### src/rtl/uart_frac_pkg.sv
package uart_frac_pkg;
  localparam int FRAC_W = 6;
  localparam int INT_W  = 16;
  localparam int DIV_W  = INT_W + FRAC_W;
  localparam logic [DIV_W-1:0] DIV_MIN = 22'h0000EC;
  localparam logic [DIV_W-1:0] DIV_MAX = 22'h3FFFC0;

  localparam int CTRL_W   = 3;
  localparam int CB_EN    = 0;
  localparam int CB_TXE   = 1;
  localparam int CB_RXE   = 2;
  localparam int LB_WLEN  = 24;
  localparam int LB_FEN   = 28;
  localparam int SB_TXFUL = 0;
  localparam int SB_RXEMP = 1;

  typedef enum logic [2:0] {
    A_LINE = 3'd0, A_CTRL = 3'd1, A_CSET = 3'd2,
    A_CCLR = 3'd3, A_STAT = 3'd4, A_DATA = 3'd5
  } reg_addr_e;

  typedef enum logic [1:0] {RX_IDLE, RX_START, RX_DATA, RX_STOP} rx_state_e;

  function automatic logic div_ok(input logic [DIV_W-1:0] d);
    return (d >= DIV_MIN) && (d <= DIV_MAX);
  endfunction

  function automatic logic [INT_W:0] tick_period(input logic [INT_W-1:0] ip,
                                                 input logic extra);
    return {1'b0, ip} + {{INT_W{1'b0}}, extra};
  endfunction

  function automatic logic [31:0] line_word(input logic [DIV_W-1:0] d,
                                            input logic [1:0] wl, input logic fe);
    logic [31:0] w;
    w = '0;
    w[DIV_W-1:0] = d;
    w[LB_WLEN +: 2] = wl;
    w[LB_FEN] = fe;
    return w;
  endfunction
endpackage

### src/rtl/uart_frac_baudgen.sv
module uart_frac_baudgen
  import uart_frac_pkg::*;
(
  input  logic             clk,
  input  logic             rst_n,
  input  logic             en,
  input  logic [INT_W-1:0] div_int,
  input  logic [FRAC_W-1:0] div_frac,
  output logic             tick
);
  logic [INT_W:0]  cnt;
  logic [FRAC_W-1:0] acc;
  logic            extra;
  logic [INT_W:0]  period;
  logic [FRAC_W:0] sum;

  assign period = tick_period(div_int, extra);
  assign sum    = {1'b0, acc} + {1'b0, div_frac};
  assign tick   = en && ((cnt + 1'b1) >= period);

  always_ff @(posedge clk or negedge rst_n) begin
    if (!rst_n) begin
      cnt <= '0; acc <= '0; extra <= 1'b0;
    end else if (!en) begin
      cnt <= '0; acc <= '0; extra <= 1'b0;
    end else if (tick) begin
      cnt   <= '0;
      acc   <= sum[FRAC_W-1:0];
      extra <= sum[FRAC_W];
    end else begin
      cnt <= cnt + 1'b1;
    end
  end

  // with the minimum legal integer part (3) no two ticks are adjacent
  p_tick_spacing_r4: assert property (@(posedge clk) disable iff (!rst_n)
    tick |=> !tick);
endmodule

### src/rtl/uart_frac_fifo.sv
module uart_frac_fifo #(
  parameter int W     = 8,
  parameter int DEPTH = 8
) (
  input  logic         clk,
  input  logic         rst_n,
  input  logic         single,
  input  logic         push,
  input  logic         pop,
  input  logic [W-1:0] din,
  output logic [W-1:0] dout,
  output logic         full,
  output logic         empty
);
  localparam int PW = $clog2(DEPTH);
  localparam int CW = PW + 1;

  logic [W-1:0]  mem [DEPTH];
  logic [PW-1:0] wp, rp;
  logic [CW-1:0] count;
  logic          do_push, do_pop;

  assign full    = single ? (count >= CW'(1)) : (count >= CW'(DEPTH));
  assign empty   = (count == '0);
  assign do_push = push && !full;
  assign do_pop  = pop && !empty;
  assign dout    = mem[rp];

  always_ff @(posedge clk) begin
    if (do_push) mem[wp] <= din;
  end

  always_ff @(posedge clk or negedge rst_n) begin
    if (!rst_n) begin
      wp <= '0; rp <= '0; count <= '0;
    end else begin
      if (do_push) wp <= wp + 1'b1;
      if (do_pop)  rp <= rp + 1'b1;
      case ({do_push, do_pop})
        2'b10:   count <= count + 1'b1;
        2'b01:   count <= count - 1'b1;
        default: count <= count;
      endcase
    end
  end

  p_no_overflow_r6: assert property (@(posedge clk) disable iff (!rst_n)
    count <= CW'(DEPTH));
  p_full_push_dropped_r6: assert property (@(posedge clk) disable iff (!rst_n)
    (full && push && !pop) |=> (count == $past(count)));
  p_empty_pop_dropped_r10: assert property (@(posedge clk) disable iff (!rst_n)
    (empty && pop && !push) |=> empty);
endmodule

### src/rtl/uart_frac_tx.sv
module uart_frac_tx #(
  parameter int OVS = 16
) (
  input  logic       clk,
  input  logic       rst_n,
  input  logic       tick,
  input  logic       go_ok,
  input  logic       q_empty,
  input  logic [7:0] q_data,
  output logic       pop,
  output logic       txd
);
  localparam int SUB_W = $clog2(OVS);
  localparam logic [SUB_W-1:0] SUB_LAST = SUB_W'(OVS - 1);
  localparam logic [3:0] BIT_LAST = 4'd9;

  logic             busy;
  logic [SUB_W-1:0] sub;
  logic [3:0]       bitn;
  logic [9:0]       sh;
  logic             frame_end;

  assign frame_end = busy && (sub == SUB_LAST) && (bitn == BIT_LAST);
  assign pop = tick && go_ok && !q_empty && (!busy || frame_end);
  assign txd = busy ? sh[0] : 1'b1;

  always_ff @(posedge clk or negedge rst_n) begin
    if (!rst_n) begin
      busy <= 1'b0; sub <= '0; bitn <= '0; sh <= '1;
    end else if (pop) begin
      busy <= 1'b1; sub <= '0; bitn <= '0;
      sh   <= {1'b1, q_data, 1'b0};
    end else if (tick && busy) begin
      if (sub == SUB_LAST) begin
        sub <= '0;
        if (bitn == BIT_LAST) busy <= 1'b0;
        else begin
          bitn <= bitn + 1'b1;
          sh   <= {1'b1, sh[9:1]};
        end
      end else begin
        sub <= sub + 1'b1;
      end
    end
  end

  p_idle_high_r5: assert property (@(posedge clk) disable iff (!rst_n)
    !busy |-> txd);
  p_start_on_tick_r4: assert property (@(posedge clk) disable iff (!rst_n)
    $fell(txd) |-> $past(tick));
endmodule

### src/rtl/uart_frac_rx.sv
module uart_frac_rx
  import uart_frac_pkg::*;
#(
  parameter int OVS = 16
) (
  input  logic       clk,
  input  logic       rst_n,
  input  logic       tick,
  input  logic       active,
  input  logic       rxd,
  output logic       push,
  output logic [7:0] rbyte
);
  localparam int SUB_W = $clog2(OVS);
  localparam logic [SUB_W-1:0] SUB_LAST = SUB_W'(OVS - 1);
  localparam logic [SUB_W-1:0] SUB_MID  = SUB_W'(OVS / 2 - 1);

  logic             s1, s2, prev;
  rx_state_e        st;
  logic [SUB_W-1:0] sub;
  logic [2:0]       bitn;
  logic [7:0]       sh;

  assign push  = active && (st == RX_STOP) && tick && (sub == SUB_LAST) && s2;
  assign rbyte = sh;

  always_ff @(posedge clk or negedge rst_n) begin
    if (!rst_n) begin
      s1 <= 1'b1; s2 <= 1'b1; prev <= 1'b1;
      st <= RX_IDLE; sub <= '0; bitn <= '0; sh <= '0;
    end else begin
      s1 <= rxd; s2 <= s1; prev <= s2;
      if (!active) st <= RX_IDLE;
      else begin
        case (st)
          RX_IDLE: if (prev && !s2) begin st <= RX_START; sub <= '0; end
          RX_START: if (tick) begin
            if (sub == SUB_MID) begin
              sub <= '0; bitn <= '0;
              st  <= s2 ? RX_IDLE : RX_DATA;
            end else sub <= sub + 1'b1;
          end
          RX_DATA: if (tick) begin
            if (sub == SUB_LAST) begin
              sub <= '0;
              sh  <= {s2, sh[7:1]};
              if (bitn == 3'd7) st <= RX_STOP;
              else bitn <= bitn + 1'b1;
            end else sub <= sub + 1'b1;
          end
          RX_STOP: if (tick) begin
            if (sub == SUB_LAST) st <= RX_IDLE;
            else sub <= sub + 1'b1;
          end
          default: st <= RX_IDLE;
        endcase
      end
    end
  end

  p_stop_follows_data_r8: assert property (@(posedge clk) disable iff (!rst_n)
    (st == RX_STOP) |-> ($past(st) == RX_STOP || $past(st) == RX_DATA));
  p_push_needs_high_stop_r9: assert property (@(posedge clk) disable iff (!rst_n)
    push |-> (s2 && st == RX_STOP));
  p_idle_when_off_r11: assert property (@(posedge clk) disable iff (!rst_n)
    !active |=> (st == RX_IDLE));
endmodule

### src/rtl/uart_frac_top.sv
module uart_frac_top
  import uart_frac_pkg::*;
#(
  parameter int FIFO_DEPTH = 8,
  parameter int OVS        = 16,
  parameter logic [21:0] RESET_DIV = 22'h000100
) (
  input  logic        clk,
  input  logic        rst_n,
  input  logic        bus_sel,
  input  logic        bus_wr,
  input  logic [2:0]  bus_addr,
  input  logic [31:0] bus_wdata,
  output logic [31:0] bus_rdata,
  input  logic        rxd,
  output logic        txd
);
  logic [DIV_W-1:0]  div_q;
  logic [1:0]        wlen_q;
  logic              fen_q;
  logic [CTRL_W-1:0] ctrl_q;
  logic              wr_en, rd_en;
  logic              tick;
  logic              tx_full, tx_empty, tx_pop;
  logic [7:0]        tx_head;
  logic              rx_full, rx_empty, rx_push, rx_pop;
  logic [7:0]        rx_head, rx_byte;
  logic              unused_bits;

  assign wr_en = bus_sel && bus_wr;
  assign rd_en = bus_sel && !bus_wr;
  assign rx_pop = rd_en && (bus_addr == A_DATA);
  assign unused_bits = ^{bus_wdata[31:29], bus_wdata[27:26], bus_wdata[23:22], rx_full};

  always_ff @(posedge clk or negedge rst_n) begin
    if (!rst_n) begin
      div_q <= RESET_DIV; wlen_q <= 2'b11; fen_q <= 1'b0; ctrl_q <= '0;
    end else if (wr_en) begin
      case (bus_addr)
        A_LINE: begin
          if (div_ok(bus_wdata[DIV_W-1:0])) div_q <= bus_wdata[DIV_W-1:0];
          wlen_q <= bus_wdata[LB_WLEN +: 2];
          fen_q  <= bus_wdata[LB_FEN];
        end
        A_CTRL: ctrl_q <= bus_wdata[CTRL_W-1:0];
        A_CSET: ctrl_q <= ctrl_q | bus_wdata[CTRL_W-1:0];
        A_CCLR: ctrl_q <= ctrl_q & ~bus_wdata[CTRL_W-1:0];
        default: ;
      endcase
    end
  end

  always_comb begin
    bus_rdata = '0;
    case (bus_addr)
      A_LINE: bus_rdata = line_word(div_q, wlen_q, fen_q);
      A_CTRL: bus_rdata[CTRL_W-1:0] = ctrl_q;
      A_STAT: begin
        bus_rdata[SB_TXFUL] = tx_full;
        bus_rdata[SB_RXEMP] = rx_empty;
      end
      A_DATA: bus_rdata[7:0] = rx_empty ? 8'h00 : rx_head;
      default: bus_rdata = '0;
    endcase
  end

  uart_frac_baudgen u_baud (
    .clk(clk), .rst_n(rst_n), .en(ctrl_q[CB_EN]),
    .div_int(div_q[DIV_W-1:FRAC_W]), .div_frac(div_q[FRAC_W-1:0]), .tick(tick)
  );

  uart_frac_fifo #(.W(8), .DEPTH(FIFO_DEPTH)) u_txq (
    .clk(clk), .rst_n(rst_n), .single(!fen_q),
    .push(wr_en && (bus_addr == A_DATA)), .pop(tx_pop), .din(bus_wdata[7:0]),
    .dout(tx_head), .full(tx_full), .empty(tx_empty)
  );

  uart_frac_fifo #(.W(8), .DEPTH(FIFO_DEPTH)) u_rxq (
    .clk(clk), .rst_n(rst_n), .single(!fen_q),
    .push(rx_push), .pop(rx_pop), .din(rx_byte),
    .dout(rx_head), .full(rx_full), .empty(rx_empty)
  );

  uart_frac_tx #(.OVS(OVS)) u_tx (
    .clk(clk), .rst_n(rst_n), .tick(tick),
    .go_ok(ctrl_q[CB_EN] && ctrl_q[CB_TXE]), .q_empty(tx_empty), .q_data(tx_head),
    .pop(tx_pop), .txd(txd)
  );

  uart_frac_rx #(.OVS(OVS)) u_rx (
    .clk(clk), .rst_n(rst_n), .tick(tick),
    .active(ctrl_q[CB_EN] && ctrl_q[CB_RXE]), .rxd(rxd),
    .push(rx_push), .rbyte(rx_byte)
  );

  p_div_range_r2: assert property (@(posedge clk) disable iff (!rst_n)
    div_ok(div_q));
  p_ctrl_set_r3: assert property (@(posedge clk) disable iff (!rst_n)
    (wr_en && bus_addr == A_CSET) |=>
      (ctrl_q == ($past(ctrl_q) | $past(bus_wdata[CTRL_W-1:0]))));
  p_ctrl_clr_r3: assert property (@(posedge clk) disable iff (!rst_n)
    (wr_en && bus_addr == A_CCLR) |=>
      (ctrl_q == ($past(ctrl_q) & ~$past(bus_wdata[CTRL_W-1:0]))));
  p_ctrl_hold_r3: assert property (@(posedge clk) disable iff (!rst_n)
    !wr_en |=> $stable(ctrl_q));
  p_empty_read_zero_r10: assert property (@(posedge clk) disable iff (!rst_n)
    (rx_pop && rx_empty) |-> (bus_rdata == 32'h0));
endmodule

### config.mk
export PLATFORM = sky130hd
export DESIGN_NAME = uart_frac_top
export DESIGN_NICKNAME = d
export VERILOG_FILES = /design/src/rtl/uart_frac_pkg.sv /design/src/rtl/uart_frac_baudgen.sv /design/src/rtl/uart_frac_fifo.sv /design/src/rtl/uart_frac_tx.sv /design/src/rtl/uart_frac_rx.sv /design/src/rtl/uart_frac_top.sv
export SDC_FILE = /design/constraint.sdc
export NUM_CORES = 1
export LEC_CHECK = 0
export ABC_CLOCK_PERIOD_IN_PS = 7250
export BUFFER_PORTS_ARGS = -buffer_cell sky130_fd_sc_hd__buf_2
export CELL_PAD_IN_SITES_DETAIL_PLACEMENT = 1
export CELL_PAD_IN_SITES_GLOBAL_PLACEMENT = 2
export CORE_MARGIN = 2
export CORE_UTILIZATION = 44
export DETAILED_ROUTE_END_ITERATION = 10
export PLACE_DENSITY_LB_ADDON = 0.1
export SETUP_SLACK_MARGIN = 0.1
export SYNTH_ARGS = -nofsm -noshare
export SYNTH_HDL_FRONTEND = slang
export SYNTH_HIERARCHICAL = 1
export SYNTH_SLANG_ARGS = --single-unit
### constraint.sdc
create_clock -name clk -period 7.25 [get_ports clk]
set_input_delay 0.725 -clock clk [delete_from_list [all_inputs] [get_ports clk]]
set_output_delay 0.725 -clock clk [all_outputs]
set_load 0.01 [all_outputs]
==> flow_summary.ini, run 1 <==
[route]
drt_wl_total_mm = 26.5
drc = 0
firstDrtPassIters = 4
wire_per_inst_um = 21.0
dr_total_vias = 7104
vias_per_cell = 5.62
ant_nets = 0
drt_iter0_markers = 354

[power_and_ir_drop]
power-per-cell-area_nw_per_um2 = 260
p_leak_nw = 5.36
vdd_drop_max_uv = 210

[critical_path]
path_cells = ha_1, ha_1, and3_1, nand4_1, xor2_1, ha_1, nand4_1, or4_4, a21oi_4, nor3_2, buf_4, nor2_1, buf_4, nand2_1, a21oi_4, nand2_1, inv_1, ha_1, or4b_2, a21oi_1, xor2_1
crit_buf_inv = 3
crit_fanout = 23
cpMaxStageDelayCell = or4b_2
cpPeakStageDelay_ps = 610
critical_path_arrival_ps = 6140
cp_top_family = simple AND/OR/NAND/NOR gates
worst_path_most_repeated_cell = ha_1
path_class = reg2reg
worstPathRequired_ps = 7690
worst_setup_path_start_kind = flip-flop
cp-end-kind = flip-flop

[sta]
maxSlewHeadroom_pct = 34.7
fmax_ghz = 0.176
setup_tns_ps = 0
rsz0062_at_grt = no
setup_viol = 0
min_period_ps = 5700
worstMarginPinSlew_ps = 979
fin_crit_sh_pct = 78.6
drv_slew = 0
hold_viol = 0
fin_skew_ps = 28.1

[hold_path]
worstHoldPathType = in2async

[global_route]
antenna_found_initial = 0
grt_pass1_vias = 7714
gr-total-overflow = 0
grt_max_degree = 73
grt_pass1_wl_mm = 43.1
grt_use_total_pct = 19.3

[final_layout]
nFillCells = 2659
num_antenna_cells = 0
final_layout_size_suffix_gt1_share_pct = 24.5
syn2layout_area_growth_pct = 12.1
nets = 987
stdcell_area_um2 = 13300

[floorplan]
die_h_um = 168
rows = 60
die_width_um = 168
core_um2 = 26700
initial_utilization_pct = 44.4
ioPinCount = 73
dieArea_um2 = 28300

[place]
detailed_place_hpwl_mm = 18.4
io_buffers = 58
placed_area_um2 = 12400
gp_congestion = 0.801

[clock_tree]
cts_htree_levels = 1
path_clk_slew_ps = 60
ctsRootBufferMaster = clkbuf_16
hold_buffers = 0
cts_sinks = 238
cts-buffers-inserted = 27
cts_tree = built
post_cts_buffers = 0
insertion_delay_ps = 540
clock_path_buffers = 3
cts_resized = 0

[run]
cap_violations = 0

[run_status]
status = completed

[logic_synthesis]
ys_warn_count = 6
synth_area_per_cell_um2 = 14.3
netlist_instances = 828
syn-cell-area_um2 = 11900
-- worst register-to-register path, delay by kind of cell, from the launching register on --
| kind | cells | cell delay [ps] |
|---|---|---|
| DFF | 1 | 410 |
| and+or+nand+nor | 9 | 2380 |
| xor gates and xnor gates | 2 | 330 |
| AOI/OAI and AO/OA | 3 | 920 |
| buffers and inverters | 3 | 530 |
| adders and majority gates | 4 | 1030 |
-- cell type report --
cell class | instances | area [um2] | share of cell area [%]
clock buffers | 29 | 693 | 5.22
clock inverters | 20 | 161 | 1.21
inverters | 26 | 97.6 | 0.734
multi-input cells | 530 | 4850 | 36.5
flip-flops and latches | 238 | 6620 | 49.8
well taps | 341 | 427 | 3.21
repair buffers | 79 | 450 | 3.39
-- cells in the final DEF (no fill, tap or decap), types with 26 or more instances in the layout --
master and instances:
mux2_2 44, clkbuf_16 27, mux2_4 26, and3_1 27, ha_1 44, nand2_1 46
buf_2 57, xnor2_1 32, dfrtp_1 95, edfxtp_1 128, nor2_1 29, mux4_1 32
-- layer usage --
layer / part of all wire (%) / track usage (%)
met5: 0 / 0
met3: 4.4 / 3.15
met1: 45 / 25.9
met2: 49 / 33.2
met4: 1.8 / 4.35
-- flip-flops by register name, indices dropped and copies added, names as in the netlist, 2 cells and up --
| register | count |
|---|---|
| u_tx/sub | 4 |
| u_baud/cnt | 17 |
| u_tx/sh | 9 |
| wlen_q | 2 |
| u_rxq/count | 4 |
| u_rx/st | 2 |
| div_q | 22 |
| u_txq/mem | 64 |
| u_rxq/rp | 3 |
| u_rxq/mem | 64 |
| u_txq/rp | 3 |
| u_txq/count | 4 |
| u_tx/bitn | 4 |
| u_rxq/wp | 3 |
| u_txq/wp | 3 |
| u_baud/acc | 6 |
| u_rx/sub | 4 |
| ctrl_q | 3 |
| u_rx/bitn | 3 |
| u_rx/rbyte | 8 |
-- where the power goes --
part           leakage (nW)  total (W)  switching, W  internal (W)
registers              2.43    0.00168      0.000174       0.00151
logic                  2.51   0.000449      0.000214      0.000235
clock network         0.415    0.00132      0.000557      0.000762
total                  5.36    0.00345      0.000945       0.00251
-- per-stage QoR --
stage | hold slack, ps | std cells | total power (W) | worst slack, ps | utilization, %
after floorplan | 345 | 834 | 0.00201 | 1960 | -
after global placement | 347 | 1214 | 0.00212 | 1780 | 46.5
after detailed placement | 349 | 1214 | 0.00216 | 1620 | 46.5
after CTS | 187 | 1263 | 0.00350 | 1530 | 49.7
after global routing | 198 | 1263 | 0.00362 | 1100 | 49.7
final | 161 | 1263 | 0.00345 | 1550 | 49.7
-- worst paths after layout --
path	start	end	slack, ps	cells past startpoint
min in group clk	rxd	u_rx/s1	300	1
min reg2reg	u_rx/s1	u_rx/s2	360	0
max	div_q[6]	u_txq/count[3]	1550	21
min	rst_n	u_baud/cnt[12]	160	1
max in group asynchronous	rst_n	u_tx/bitn[0]	5680	2
max reg2reg	div_q[6]	u_txq/count[3]	1550	21
Power figures use the tool's default switching activity.
==> inputs of run 2 (changes only) <==
--- a/config.mk
+++ b/config.mk
@@ -5,7 +5,7 @@
 export SDC_FILE = /design/constraint.sdc
 export NUM_CORES = 1
 export LEC_CHECK = 0
-export ABC_CLOCK_PERIOD_IN_PS = 7250
+export ABC_CLOCK_PERIOD_IN_PS = 5600
 export BUFFER_PORTS_ARGS = -buffer_cell sky130_fd_sc_hd__buf_2
 export CELL_PAD_IN_SITES_DETAIL_PLACEMENT = 1
 export CELL_PAD_IN_SITES_GLOBAL_PLACEMENT = 2
==> constraint.sdc (replaced) <==
create_clock -name clk -period 5.6 [get_ports clk]
set_input_delay 0.56 -clock clk [delete_from_list [all_inputs] [get_ports clk]]
set_output_delay 0.56 -clock clk [all_outputs]
set_load 0.01 [all_outputs]
==> run 2 against run 1 <==
Against the previous run:
- final cell count is 0.55% higher
- count of clock-buffer cells in the layout is 7 higher
- sequential power grew 29%
- largest cell class unchanged
==> flow_summary.ini, run 2 (synthesized netlist as in run 1, its figures left out) <==
[place]
gp_congestion = 0.780
io_buffers = 58
detailed_place_hpwl_mm = 18.5

[critical_path]
worst_setup_path_start_kind = flip-flop
reg2reg_to = u_rxq/count[3]
worstReg2RegStart = div_q[6]
worstPathRequired_ps = 6060
critical_path_arrival_ps = 5520
crit_fanout = 9
path_class = reg2reg
ff2ff_setup_slack_ps = 540
cp-end-kind = flip-flop
reg2reg_depth = 22

[clock_tree]
post_cts_buffers = 0
hold_buffers = 0
cts_tree = built
path_clk_slew_ps = 60
cts-buffers-inserted = 28
cts_htree_levels = 1
clock_path_buffers = 3
insertion_delay_ps = 530
cts_resized = 0
ctsRootBufferMaster = clkbuf_16
cts_sinks = 238

[floorplan]
core_um2 = 26700
die_h_um = 168
ioPinCount = 73
dieArea_um2 = 28300
rows = 60
die_width_um = 168
initial_utilization_pct = 44.4

[sta]
fmax_ghz = 0.198
drv_slew = 0
rsz0062_at_grt = no
setup_tns_ps = 0
min_period_ps = 5060
fin_crit_sh_pct = 90.4
maxSlewHeadroom_pct = 33.6
hold_viol = 0
fin_skew_ps = 9.78
setup_viol = 0
worstMarginPinSlew_ps = 997

[route]
ant_nets = 0
routed.top_layer = met5
drt_wl_total_mm = 26.7
vias_per_cell = 5.62
drc = 0
firstDrtPassIters = 4
route.met2.wl_mm = 13.0
wire_per_inst_um = 21.0
route.met3.wl_mm = 1.08
dr_total_vias = 7134
drt_iter0_markers = 347
met1_length_mm = 12.1

[global_route]
grt_pass1_wl_mm = 42.9
grt_pass1_vias = 7679
gr-total-overflow = 0
antenna_found_initial = 2
grt_use_total_pct = 19.1
grt_max_degree = 70

[run_status]
status = completed

[final_layout]
reg_top3 = u_rxq/mem (64), u_txq/mem (64), div_q (22)
syn2layout_area_growth_pct = 13.4
layout_common_cells = edfxtp_1 (128), dfrtp_1 (95), buf_2 (57)
final_layout_size_suffix_gt1_share_pct = 25.4
nets = 990
layout_commonest_cell = edfxtp_1

[run]
cap_violations = 0

[power_and_ir_drop]
power-per-cell-area_nw_per_um2 = 348
p_leak_nw = 5.42
vdd_drop_max_uv = 207
total_power_w = 0.00468

[hold_path]
worstHoldPathType = in2async
-- run 2: cell types whose count changed in the layout (fill, tap and decap cells not counted), moves of 2 or more --
| cell | change |
|---|---|
| bufinv_16 | +2 |
| clkbuf_1 | +2 |
| clkbuf_16 | +2 |
| clkinv_1 | -4 |
| diode_2 | +2 |
| clkinv_2 | -2 |
| clkbuf_8 | +3 |
-- run 2: worst max-delay path: stages (launching register included) --
cell     delay, ps
dfrtp_1        430
ha_1           250
ha_1           230
and3_1         300
nand3_1        110
nor2_1         180
xnor2_1        150
ha_1           270
a21o_1         180
a21o_1         170
a221o_1        370
nor3_2         260
nor2_2         100
nand2_1        180
nor2b_4         60
and3_1         180
nor2b_1        150
o21a_1         150
inv_2          150
ha_1           270
or4b_1         460
a21oi_1        210
xor2_1         160
-- run 2: per-stage QoR --
step | setup slack (ps) | cell area [um2] | util [%] | cells | hold WS (ps)
2_1_floorplan | 305 | 11900 | - | 834 | 264
3_3_place_gp | 526 | 12400 | 46.6 | 1215 | 348
3_5_place_dp | 379 | 12400 | 46.6 | 1215 | 351
4_1_cts | 307 | 13400 | 50.3 | 1267 | 53.0
5_1_grt | 113 | 13400 | 50.3 | 1268 | 72.5
6_report | 540 | 13500 | 50.3 | 1270 | 37.5
-- run 2: report_power, final --
part	internal (W)	leakage (nW)	switching [W]	total [W]
sequential	0.00195	2.43	0.000212	0.00217
combinational	0.000309	2.52	0.000298	0.000607
clock	0.00118	0.474	0.000723	0.00190
total	0.00344	5.42	0.00123	0.00468
-- run 2: metal layers --
layer / vias up / track usage (%)
met3: 33 / 3.03
met1: 3679 / 26.1
met5: - / 0
met2: 130 / 32.5
li1: 3290 / -
met4: 2 / 4.16
-- run 2: how the worst max path moves through the flow --
stage	depth (start not counted)	from	slack (ps)	to
after global placement	19	div_q[6]	530	u_rxq/mem[4][6]
after CTS	19	div_q[6]	310	u_rxq/mem[4][3]
after detailed placement	19	div_q[6]	380	u_rxq/mem[4][6]
after global routing	21	div_q[6]	110	u_rxq/count[3]
after floorplan	20	div_q[6]	310	u_rxq/mem[4][0]
final	22	div_q[6]	540	u_rxq/count[3]
-- run 2: area by class of cell --
type,instances,area (um2)
Timing Repair Buffer,81,465
Clock buffer,36,792
Sequential cell,238,6620
Inverter,26,97.6
Multi-Input combinational cell,530,4850
Fill cell,2644,13300
Clock inverter,16,195
Antenna cell,2,5.00
Tap cell,341,427
==> inputs of run 3 (changes only) <==
--- a/config.mk
+++ b/config.mk
@@ -6,7 +6,7 @@
 export NUM_CORES = 1
 export LEC_CHECK = 0
 export ABC_CLOCK_PERIOD_IN_PS = 5600
-export BUFFER_PORTS_ARGS = -buffer_cell sky130_fd_sc_hd__buf_2
+export BUFFER_PORTS_ARGS = -buffer_cell sky130_fd_sc_hd__clkbuf_2
 export CELL_PAD_IN_SITES_DETAIL_PLACEMENT = 1
 export CELL_PAD_IN_SITES_GLOBAL_PLACEMENT = 2
 export CORE_MARGIN = 2
==> run 3 against run 2 <==
Against the previous run:
- clock skew increased by 7.1 ps
- critical path depth decreased by 2
- core utilization decreased by 0.37 points
- combinational power decreased by 4.6%
- sequential power about the same
- count of clock-buffer cells in the layout decreased by 1
- wire length decreased by 1.9%
- hold slack improved by 65 ps
- final cell count decreased by 0.31%
- die area unchanged
- critical path type unchanged
- via count decreased by 1.3%
- clock power decreased by 7%
==> flow_summary.ini, run 3 (synthesized netlist as in run 1, its figures left out) <==
[global_route]
grt_pass1_wl_mm = 42.3
grt_pass1_vias = 7641
gr-total-overflow = 0
grt_max_degree = 60
grt_use_total_pct = 18.9
antenna_found_initial = 0

[sta]
drv_slew = 0
worstMarginPinSlew_ps = 1040
setup_viol = 0
fin_skew_ps = 16.9
fmax_ghz = 0.200
hold_viol = 0
min_period_ps = 5010
setup_tns_ps = 0
fin_crit_sh_pct = 89.4
whs_ps = 103
setup_ws_ps = 591
maxSlewHeadroom_pct = 30.5
rsz0062_at_grt = no

[critical_path]
cpPeakStageDelay_ps = 610
path_class = reg2reg
crit_buf_inv = 2
critical_path_arrival_ps = 5470
cp_top_family = simple AND/OR/NAND/NOR gates
worst_setup_path_start_kind = flip-flop
worst_path_most_repeated_cell = ha_1
cp-end-kind = flip-flop
path_cells = ha_1, ha_1, and3_1, nand4_1, xor2_1, ha_1, nand4_1, or4_4, a21oi_4, nor3_2, nor2_2, buf_4, nand2_1, a21oi_4, nand2_1, inv_1, ha_1, or4b_2, a21oi_1, xor2_1
cpMaxStageDelayCell = or4b_2
crit_fanout = 8
worstPathRequired_ps = 6060

[final_layout]
syn2layout_area_growth_pct = 12.6
num_antenna_cells = 0
stdcell_area_um2 = 13400
nFillCells = 2658
final_layout_size_suffix_gt1_share_pct = 25.1
nets = 989
reg_top3 = u_rxq/mem (64), u_txq/mem (64), div_q (22)
layout_commonest_cell = edfxtp_1
layout_common_cells = edfxtp_1 (128), dfrtp_1 (95), clkbuf_2 (57)
finish.utilization_pct = 50.0

[power_and_ir_drop]
vdd_drop_max_uv = 210
swShare_pct = 26.5
p_leak_nw = 5.38
p_seq_share_pct = 48.2
switchingPower_w = 0.00120
clkPwrFrac_pct = 39.0
power-per-cell-area_nw_per_um2 = 339
p_int_w = 0.00332
comb_power_share_pct = 12.8

[floorplan]
core_um2 = 26700
ioPinCount = 73
rows = 60
dieArea_um2 = 28300
die_h_um = 168
initial_utilization_pct = 44.4
die_width_um = 168

[clock_tree]
hold_buffers = 0
clock_path_buffers = 3
cts_sinks = 238
cts-buffers-inserted = 27
ctsRootBufferMaster = clkbuf_16
cts_htree_levels = 1
cts_tree = built
insertion_delay_ps = 540
path_clk_slew_ps = 60

[route]
dr_total_vias = 7039
drt_iter0_markers = 375
firstDrtPassIters = 5
ant_nets = 0
drc = 0
vias_per_cell = 5.56
drt_wl_total_mm = 26.2
wire_per_inst_um = 20.7

[place]
preCtsSetupSlack_ps = 433
detailed_place_hpwl_mm = 18.2
gp_congestion = 0.768
placed_area_um2 = 12500
io_buffers = 58

[run]
cap_violations = 0

[hold_path]
worstHoldPathType = in2async

[run_status]
status = completed
[run 3: changes by cell type in the layout (fill, tap and decap cells not counted), sizes merged]
cell | before | now
bufinv | 4 | 3
clkbuf | 37 | 92
diode | 2 | 0
clkinv | 7 | 8
clkinvlp | 4 | 3
buf | 80 | 24
[run 3: cell type report]
class | instances | area, um2 | share of cell area, %
multi-input combinational | 530 | 4850 | 36.3
timing repair buffer | 81 | 465 | 3.49
tap | 341 | 427 | 3.20
clock buffer | 35 | 736 | 5.51
inverter | 26 | 97.6 | 0.731
clock inverter | 15 | 161 | 1.21
sequential | 238 | 6620 | 49.5
[run 3: metal layers]
metal	share of wire, %	track usage, %	wire length, um
met5	0	0	0
met4	1.6	4.01	414
met3	3.7	2.70	977
met2	49	33.0	12900
met1	45	25.5	11900
[run 3: worst register-to-register path: stages, from the launching register on]
cell	delay, ps
dfrtp_1	420
ha_1	250
ha_1	230
and3_1	300
nand4_1	140
xor2_1	160
ha_1	310
nand4_1	180
or4_4	590
a21oi_4	210
nor3_2	80
nor2_2	190
buf_4	210
nand2_1	110
a21oi_4	130
nand2_1	120
inv_1	80
ha_1	240
or4b_2	610
a21oi_1	220
xor2_1	160
[run 3: worst paths after layout]
check,start,end,slack [ps],cells after the start
max,div_q[6],u_txq/count[3],590,20
min,rst_n,u_baud/cnt[11],100,1
max reg2reg,div_q[6],u_txq/count[3],590,20
min reg2reg,u_rx/s1,u_rx/s2,350,0
max in group asynchronous,rst_n,u_rx/bitn[0],4210,2
min in group clk,rxd,u_rx/s1,110,1
[run 3: metrics by stage]
stage          std cells  power, W
2_1_floorplan        834   0.00260
3_3_place_gp        1216   0.00275
3_5_place_dp        1216   0.00280
4_1_cts             1266   0.00459
5_1_grt             1266   0.00474
6_report            1266   0.00452
[run 3: what timing repair did]
item,in CTS,in global routing
setup buffers,0,0
gates resized for setup,0,1
setup endpoints to repair,0,26
[run 3: power by group through the flow]
stage,Combinational (W),Clock (W),Sequential [W]
5_1_grt,0.000649,0.00189,0.00221
3_5_place_dp,0.000583,0,0.00222
3_3_place_gp,0.000552,0,0.00220
4_1_cts,0.000589,0.00182,0.00218
6_report,0.000579,0.00176,0.00218
2_1_floorplan,0.000518,0,0.00208
